**src/rtl/sdi_ser_pkg.sv**
```systemverilog
// Shared constants for the scrambling serializer.
// Assumes a 10-bit video word and a 9-stage scrambler.
package sdi_ser_pkg;
    localparam int SER_WORD_W   = 10;
    localparam int SER_NARROW_W = 8;
    localparam int SCR_LEN      = 9;
    localparam int SCR_TAP_HI   = 9;
    localparam int SCR_TAP_LO   = 4;
endpackage

```
**src/rtl/sdi_word_shifter.sv**
```systemverilog
// Parallel-to-serial converter. It loads a word when the bit counter is at zero
// and emits it LSB first, one bit per enabled edge.
// Assumes bit_en pulses at the serial rate. raw_bit is valid combinationally on
// each enabled edge.
module sdi_word_shifter #(
    parameter int WORD_W = 10
) (
    input  logic              clk,
    input  logic              rst_n,
    input  logic              bit_en,
    input  logic [WORD_W-1:0] word_d,
    output logic              raw_bit,
    output logic              word_take
);
    localparam int CNT_W = $clog2(WORD_W);
    localparam logic [CNT_W-1:0] CNT_LAST = CNT_W'(WORD_W - 1);

    logic [CNT_W-1:0]  cnt_q;
    logic [WORD_W-1:0] sh_q;
    logic              at_load;

    // decode the load slot
    assign at_load   = (cnt_q == '0);
    assign word_take = bit_en && at_load;
    // bit presented on this edge
    assign raw_bit   = at_load ? word_d[0] : sh_q[0];

    // bit counter and shift register advance on each enabled edge
    always_ff @(posedge clk) begin
        if (!rst_n) begin
            cnt_q <= '0;
            sh_q  <= '0;
        end else if (bit_en) begin
            cnt_q <= (cnt_q == CNT_LAST) ? '0 : cnt_q + 1'b1;
            sh_q  <= at_load ? (word_d >> 1) : (sh_q >> 1);
        end
    end
endmodule

```
**src/rtl/sdi_sync_finder.sv**
```systemverilog
// Timing-reference preamble detector. It looks for all-ones, zero, zero
// across three consecutive loaded words.
// Assumes word_take marks each load. In narrow mode only the upper bits are
// significant.
module sdi_sync_finder #(
    parameter int WORD_W   = 10,
    parameter int NARROW_W = 8
) (
    input  logic              clk,
    input  logic              rst_n,
    input  logic              word_take,
    input  logic [WORD_W-1:0] word_d,
    input  logic              narrow,
    input  logic              sync_off,
    output logic              sync_flag
);
    localparam logic [WORD_W-1:0] FULL_MASK = '1;
    localparam logic [WORD_W-1:0] NAR_MASK  = FULL_MASK << (WORD_W - NARROW_W);

    logic [WORD_W-1:0] h1_q, h2_q;
    logic [WORD_W-1:0] mask;
    logic              match;

    // pick the significant-bit mask for the ones word
    assign mask  = narrow ? NAR_MASK : FULL_MASK;
    // preamble compare over the two older words and the incoming one
    assign match = !sync_off && ((h2_q & mask) == mask)
                   && (h1_q == '0) && (word_d == '0);

    // word history and flag update on each load
    always_ff @(posedge clk) begin
        if (!rst_n) begin
            h1_q      <= '0;
            h2_q      <= '0;
            sync_flag <= 1'b0;
        end else if (word_take) begin
            h2_q      <= h1_q;
            h1_q      <= word_d;
            sync_flag <= match;
        end
    end
endmodule

```
**src/rtl/sdi_scr_nrzi.sv**
```systemverilog
// Self-synchronizing scrambler followed by an NRZI encoder and the output
// register, with a raw bypass.
// Assumes the taps count from 1 at the newest history bit. The state keeps
// advancing while bypass is high.
module sdi_scr_nrzi #(
    parameter int LEN    = 9,
    parameter int TAP_HI = 9,
    parameter int TAP_LO = 4
) (
    input  logic clk,
    input  logic rst_n,
    input  logic bit_en,
    input  logic raw_bit,
    input  logic bypass,
    output logic ser_out
);
    logic [LEN-1:0] hist_q;
    logic           lvl_q;
    logic           scr_bit;

    // scrambled bit from the two feedback taps
    assign scr_bit = raw_bit ^ hist_q[TAP_HI-1] ^ hist_q[TAP_LO-1];

    // history, NRZI level and output register
    always_ff @(posedge clk) begin
        if (!rst_n) begin
            hist_q  <= '0;
            lvl_q   <= 1'b0;
            ser_out <= 1'b0;
        end else if (bit_en) begin
            hist_q  <= {hist_q[LEN-2:0], scr_bit};
            lvl_q   <= lvl_q ^ scr_bit;
            ser_out <= bypass ? raw_bit : (lvl_q ^ scr_bit);
        end
    end
endmodule

```
**src/rtl/sdi_scramble_ser.sv**
```systemverilog
// Top of the scrambling serializer. It maps 8-bit sources, then chains the
// word shifter, preamble detector and scrambler/NRZI stage.
// Assumes one clock, with bit_en pulsing once per serial bit.
module sdi_scramble_ser #(
    parameter int WORD_W   = sdi_ser_pkg::SER_WORD_W,
    parameter int NARROW_W = sdi_ser_pkg::SER_NARROW_W
) (
    input  logic              clk,
    input  logic              rst_n,
    input  logic              bit_en,
    input  logic [WORD_W-1:0] word_in,
    input  logic              narrow_mode,
    input  logic              bypass,
    input  logic              sync_off,
    output logic              ser_out,
    output logic              word_take,
    output logic              sync_flag
);
    localparam int PAD_W = WORD_W - NARROW_W;

    logic [WORD_W-1:0] word_d;
    logic              raw_bit;

    // 8-bit sources sit in the upper bits with zero padding
    assign word_d = narrow_mode ? {word_in[WORD_W-1 -: NARROW_W], {PAD_W{1'b0}}}
                                : word_in;

    sdi_word_shifter #(.WORD_W(WORD_W)) i_shift (
        .clk(clk), .rst_n(rst_n), .bit_en(bit_en), .word_d(word_d),
        .raw_bit(raw_bit), .word_take(word_take)
    );

    sdi_sync_finder #(.WORD_W(WORD_W), .NARROW_W(NARROW_W)) i_sync (
        .clk(clk), .rst_n(rst_n), .word_take(word_take), .word_d(word_d),
        .narrow(narrow_mode), .sync_off(sync_off), .sync_flag(sync_flag)
    );

    sdi_scr_nrzi #(
        .LEN(sdi_ser_pkg::SCR_LEN),
        .TAP_HI(sdi_ser_pkg::SCR_TAP_HI),
        .TAP_LO(sdi_ser_pkg::SCR_TAP_LO)
    ) i_scr (
        .clk(clk), .rst_n(rst_n), .bit_en(bit_en), .raw_bit(raw_bit),
        .bypass(bypass), .ser_out(ser_out)
    );
endmodule

```
**config.mk**
```make
export PLATFORM = sky130hd
export DESIGN_NAME = sdi_scramble_ser
export DESIGN_NICKNAME = d
export VERILOG_FILES = /design/src/rtl/sdi_ser_pkg.sv /design/src/rtl/sdi_word_shifter.sv /design/src/rtl/sdi_sync_finder.sv /design/src/rtl/sdi_scr_nrzi.sv /design/src/rtl/sdi_scramble_ser.sv
export SDC_FILE = /design/constraint.sdc
export NUM_CORES = 1
export LEC_CHECK = 0
export BUFFER_PORTS_ARGS = -buffer_cell sky130_fd_sc_hd__buf_4
export CAP_MARGIN = 0
export CELL_PAD_IN_SITES_DETAIL_PLACEMENT = 2
export CELL_PAD_IN_SITES_GLOBAL_PLACEMENT = 2
export CORE_UTILIZATION = 35
export CTS_CLUSTER_DIAMETER = 120
export DETAILED_ROUTE_END_ITERATION = 10
export GPL_TIMING_DRIVEN = 0
export PLACE_DENSITY = 0.85
export SLEW_MARGIN = 5
export SYNTH_ARGS = -nofsm -noshare
export SYNTH_HDL_FRONTEND = slang
export SYNTH_SLANG_ARGS = --single-unit
```
**constraint.sdc**
```tcl
create_clock -name clk -period 1.83 [get_ports clk]
set_input_delay 0.4575 -clock clk [delete_from_list [all_inputs] [get_ports clk]]
set_output_delay 0.4575 -clock clk [all_outputs]
set_load 0.02 [all_outputs]
```
==> summary.txt <==
Drt
  – DRC: 0
  – Detailed Route Iter0 Violations: 62
  – Post-route ant nets: 0
  – Via density: 5.25
  – Vias: 1,649
  – WL final: 5.93 mm
  – WL/cell: roughly 19 um
  – TritonRoute pass-1 iters: 4

Global routing
  – Remaining Overflow, GRT: 0
  – Initial antenna violation count: 0
  – Total Routing Usage GR: between 20% and 30%
  – Vias in the first global route: 1,708
  – First-pass GRT wire length: 9.07 mm
  – Largest net degree at the start of global routing: 16

Logic synthesis
  – Yosys top cell by area: dfxtp_1
  – Register bit total from synthesis: between 40 and 50
  – Netlist Area Pre-Place: around 0.0019 mm2
  – Synth Instances: between 200 and 250
  – Synth top area cells: dfxtp_1 (48%), mux2i_1 (10%), nand2_1 (8.9%)
  – Most frequent cell after synthesis: dfxtp_1
  – Synth top area share: approximately 48%
  – Yosys warnings: 0
  – XOR/XNOR Fraction of Synth Area: ~1.9%
  – Post-Synth Adder-Cell Area: 0%
  – Post-synth cell types: 34
  – Post-Synth Simple-Gate Area: a little under a quarter
  – Synthesized net count: between 200 and 250
  – Prevailing post-synth register cell: dfxtp_1
  – Sequential area share after synthesis: 48.5%
  – Post-synth EDFFs: 0
  – Commonest cells post-synth: dfxtp_1 (45), nand2_1 (44), a21oi_1 (23)
  – Synth Area in Compound Gates: 11.0%
  – Syn avg cell area: roughly 8.8 um2
  – Mux cell area share after synthesis: 10.8%
  – Largest family of logic cells by synthesized area: simple AND/OR/NAND/NOR gates
  – Fraction of registers with async set/reset: 0%

Worst setup path
  – Crit start category: register
  – Worst EP arrival: 1380 ps
  – CP dominant cell by count: buf_6
  – Crit path depth: 5
  – CP Capture Point: word_take
  – Slowest cell on crit path: dfxtp_4
  – Critical R2R Launch: i_shift.cnt_q[3]
  – Crit path buf inv count: 3
  – Delay-heaviest family, CP: simple AND/OR/NAND/NOR gates
  – R2R setup slack: about 100 ps
  – Critical Path End Type: primary output
  – WP data required: between 1000 and 1500 ps
  – WS Path Type: register to primary output
  – Worst r2r dst: i_sync.h1_q[9]
  – Critical-path cell list: nor4_4 > buf_6 > nand2_8 > inv_6 > buf_6
  – CP max FO: 3
  – Beginning of the critical path: i_shift.cnt_q[3]
  – Reg2Reg Depth: 9
  – CP max stage delay: around 360 ps

Clock tree
  – Clock buffer depth: 2
  – CTS tree: done
  – Clk Latency, worst-skew pair: about 310 ps
  – H-tree levels: 2
  – Root Buffer: clkbuf_8
  – Clock Pin Slew Worst Setup and Hold Paths: 100 ps
  – CTS sink cnt: 45
  – CTS buffer count: 5

Floorplanning
  – Die width: approximately 75 um
  – Starting Density: ~36%
  – Die area: about 0.0056 mm2
  – Core area: slightly above 0.005 mm2
  – I/O pin count: 19
  – Row count: 26
  – DIE HEIGHT: 74.9 um

STA
  – FMAX: around 540 MHz
  – Setup_tns: -8.24 ps
  – RSZ-0062 raised after global routing: yes
  – Final min period: 1840 ps
  – Fin Clk Skew: around 17 ps
  – Crit share post-route: 100%
  – # setup viols final: 1
  – Post-layout worst setup margin: -8.24 ps
  – Relative slew slack: roughly three fifths
  – Hold Violations, Final: 0
  – Pins Over Slew Limit: 0
  – Worst Tran Pin Value: ~600 ps

Placed design
  – Number of port buffers: 17
  – Placed Area: 0.00207 mm2
  – Place WS: -76.1 ps
  – Placer Congestion: between 0.7 and 0.8
  – Post-detail-place hpwl: between 3 and 4 mm

Power
  – Seq pwr share: between 40% and 50%
  – Leak pwr: between 0.9 and 1 nW
  – Gate power share: ~14%
  – PD cells: between 1000 and 1500 mW/mm2
  – Psw: 0.621 mW
  – Clock share of power: 40.5%
  – Peak supply drop: 0.320 mV
  – Int Pwr: approximately 1.7 mW
  – Power Total: around 2.3 mW
  – Switch share: 26.6%

Layout
  – Layout cell share with drive strength beyond 1: 19.3%
  – ANT cells: 0
  – Fin nets: 259
  – Post-route cell area: around 0.0023 mm2
  – P&R area growth vs syn: 23.8%
  – Multi-input gate area: roughly 900 um2
  – Fill count: around 580
  – Register area: approximately 900 um2

Worst hold path
  – Hold depth: 3
  – Hold Path Class: input pin to register

Outcome
  – Failing checks: setup timing
  – Status: finished with violations

Flow run
  – Max-Cap Viols: 0
[repair_timing]
action                                  CTS  global route
hold buffers                              0             0
setup buffers                             6             2
endpoints found under the setup margin    1             3
gates resized for setup                   8             5
pin swaps                                 1             1
[stage by stage]
stage	utilization (%)	std cells	hold WS (ps)
global placement	40.6	299	442
detailed placement	40.6	299	447
floorplan	-	212	432
finish	45.1	314	397
CTS	44.7	313	398
global route	45.1	314	414
[placed cells by master, fill, tap and decap left out, drive strengths merged]
master and n:
a211oi 7, a21oi 23, a311oi 1, a31oi 1, and4bb 1, buf 31
bufinv 2, clkbuf 11, dfxtp 45, inv 3, mux2 1, mux2i 19
nand2 45, nand2b 3, nand3 2, nand3b 3, nand4 3, nor2 22
nor2b 5, nor3 1, nor4 4, nor4b 1, o21a 1, o21ai 3
or2b 1, or4 1, xnor2 2, xor2 2
[kinds of logic after synthesis]
family	after synthesis
simple gates	92
buf+inv	15
mux	20
compound gates	36
xor+xnor	4
flops	45
[per-layer routing]
layer | wire length, um | vias to the layer above | track usage (%)
li1 | - | 782 | -
met1 | 2800 | 825 | 28.5
met2 | 2820 | 31 | 38.3
met3 | 147 | 11 | 4.15
met4 | 167 | 0 | 10.5
met5 | 0 | - | 0
[registers in the layout (all words and copies together) (netlist names)]
signal / count
i_sync.h1_q: 10
i_scr.hist_q: 9
i_shift.sh_q: 9
i_scr.lvl_q: 1
i_shift.cnt_q: 4
i_sync.h2_q: 10
i_scr.ser_out: 1
i_sync.sync_flag: 1
[cell type report]
cell class	count	area share [%]
sequential	45	39.6
multi-input combinational	152	39.2
timing repair buffer	25	8.32
tap	70	3.81
clock buffer	5	2.99
clock inverter	3	2.99
buffer	12	2.56
inverter	2	0.544
[power groups by stage]
stage                     clock, mW  sequential, mW  combinational [mW]
after global placement            0            1.08               0.273
after global routing          0.990            1.07               0.350
final                         0.948            1.06               0.327
after detailed placement          0            1.08               0.279
after CTS                     0.954            1.06               0.318
after floorplan                   0            1.08               0.186
[worst min path at each step]
stage / endpoint / slack (ps) / from
3_5_place_dp: i_sync.h2_q[9] / 450 / i_sync.h2_q[9]
4_1_cts: i_sync.h1_q[8] / 400 / word_in[8]
5_1_grt: i_sync.h1_q[6] / 410 / word_in[6]
2_1_floorplan: i_sync.h2_q[8] / 430 / i_sync.h2_q[8]
6_report: i_sync.h1_q[8] / 400 / word_in[8]
3_3_place_gp: i_sync.h2_q[8] / 440 / i_sync.h2_q[8]
[tightest hold or removal path, stage by stage]
cell,delay (ps)
buf_4,120
nand2_1,50
a21oi_1,50
No activity file was read; power rests on OpenSTA's default activity.
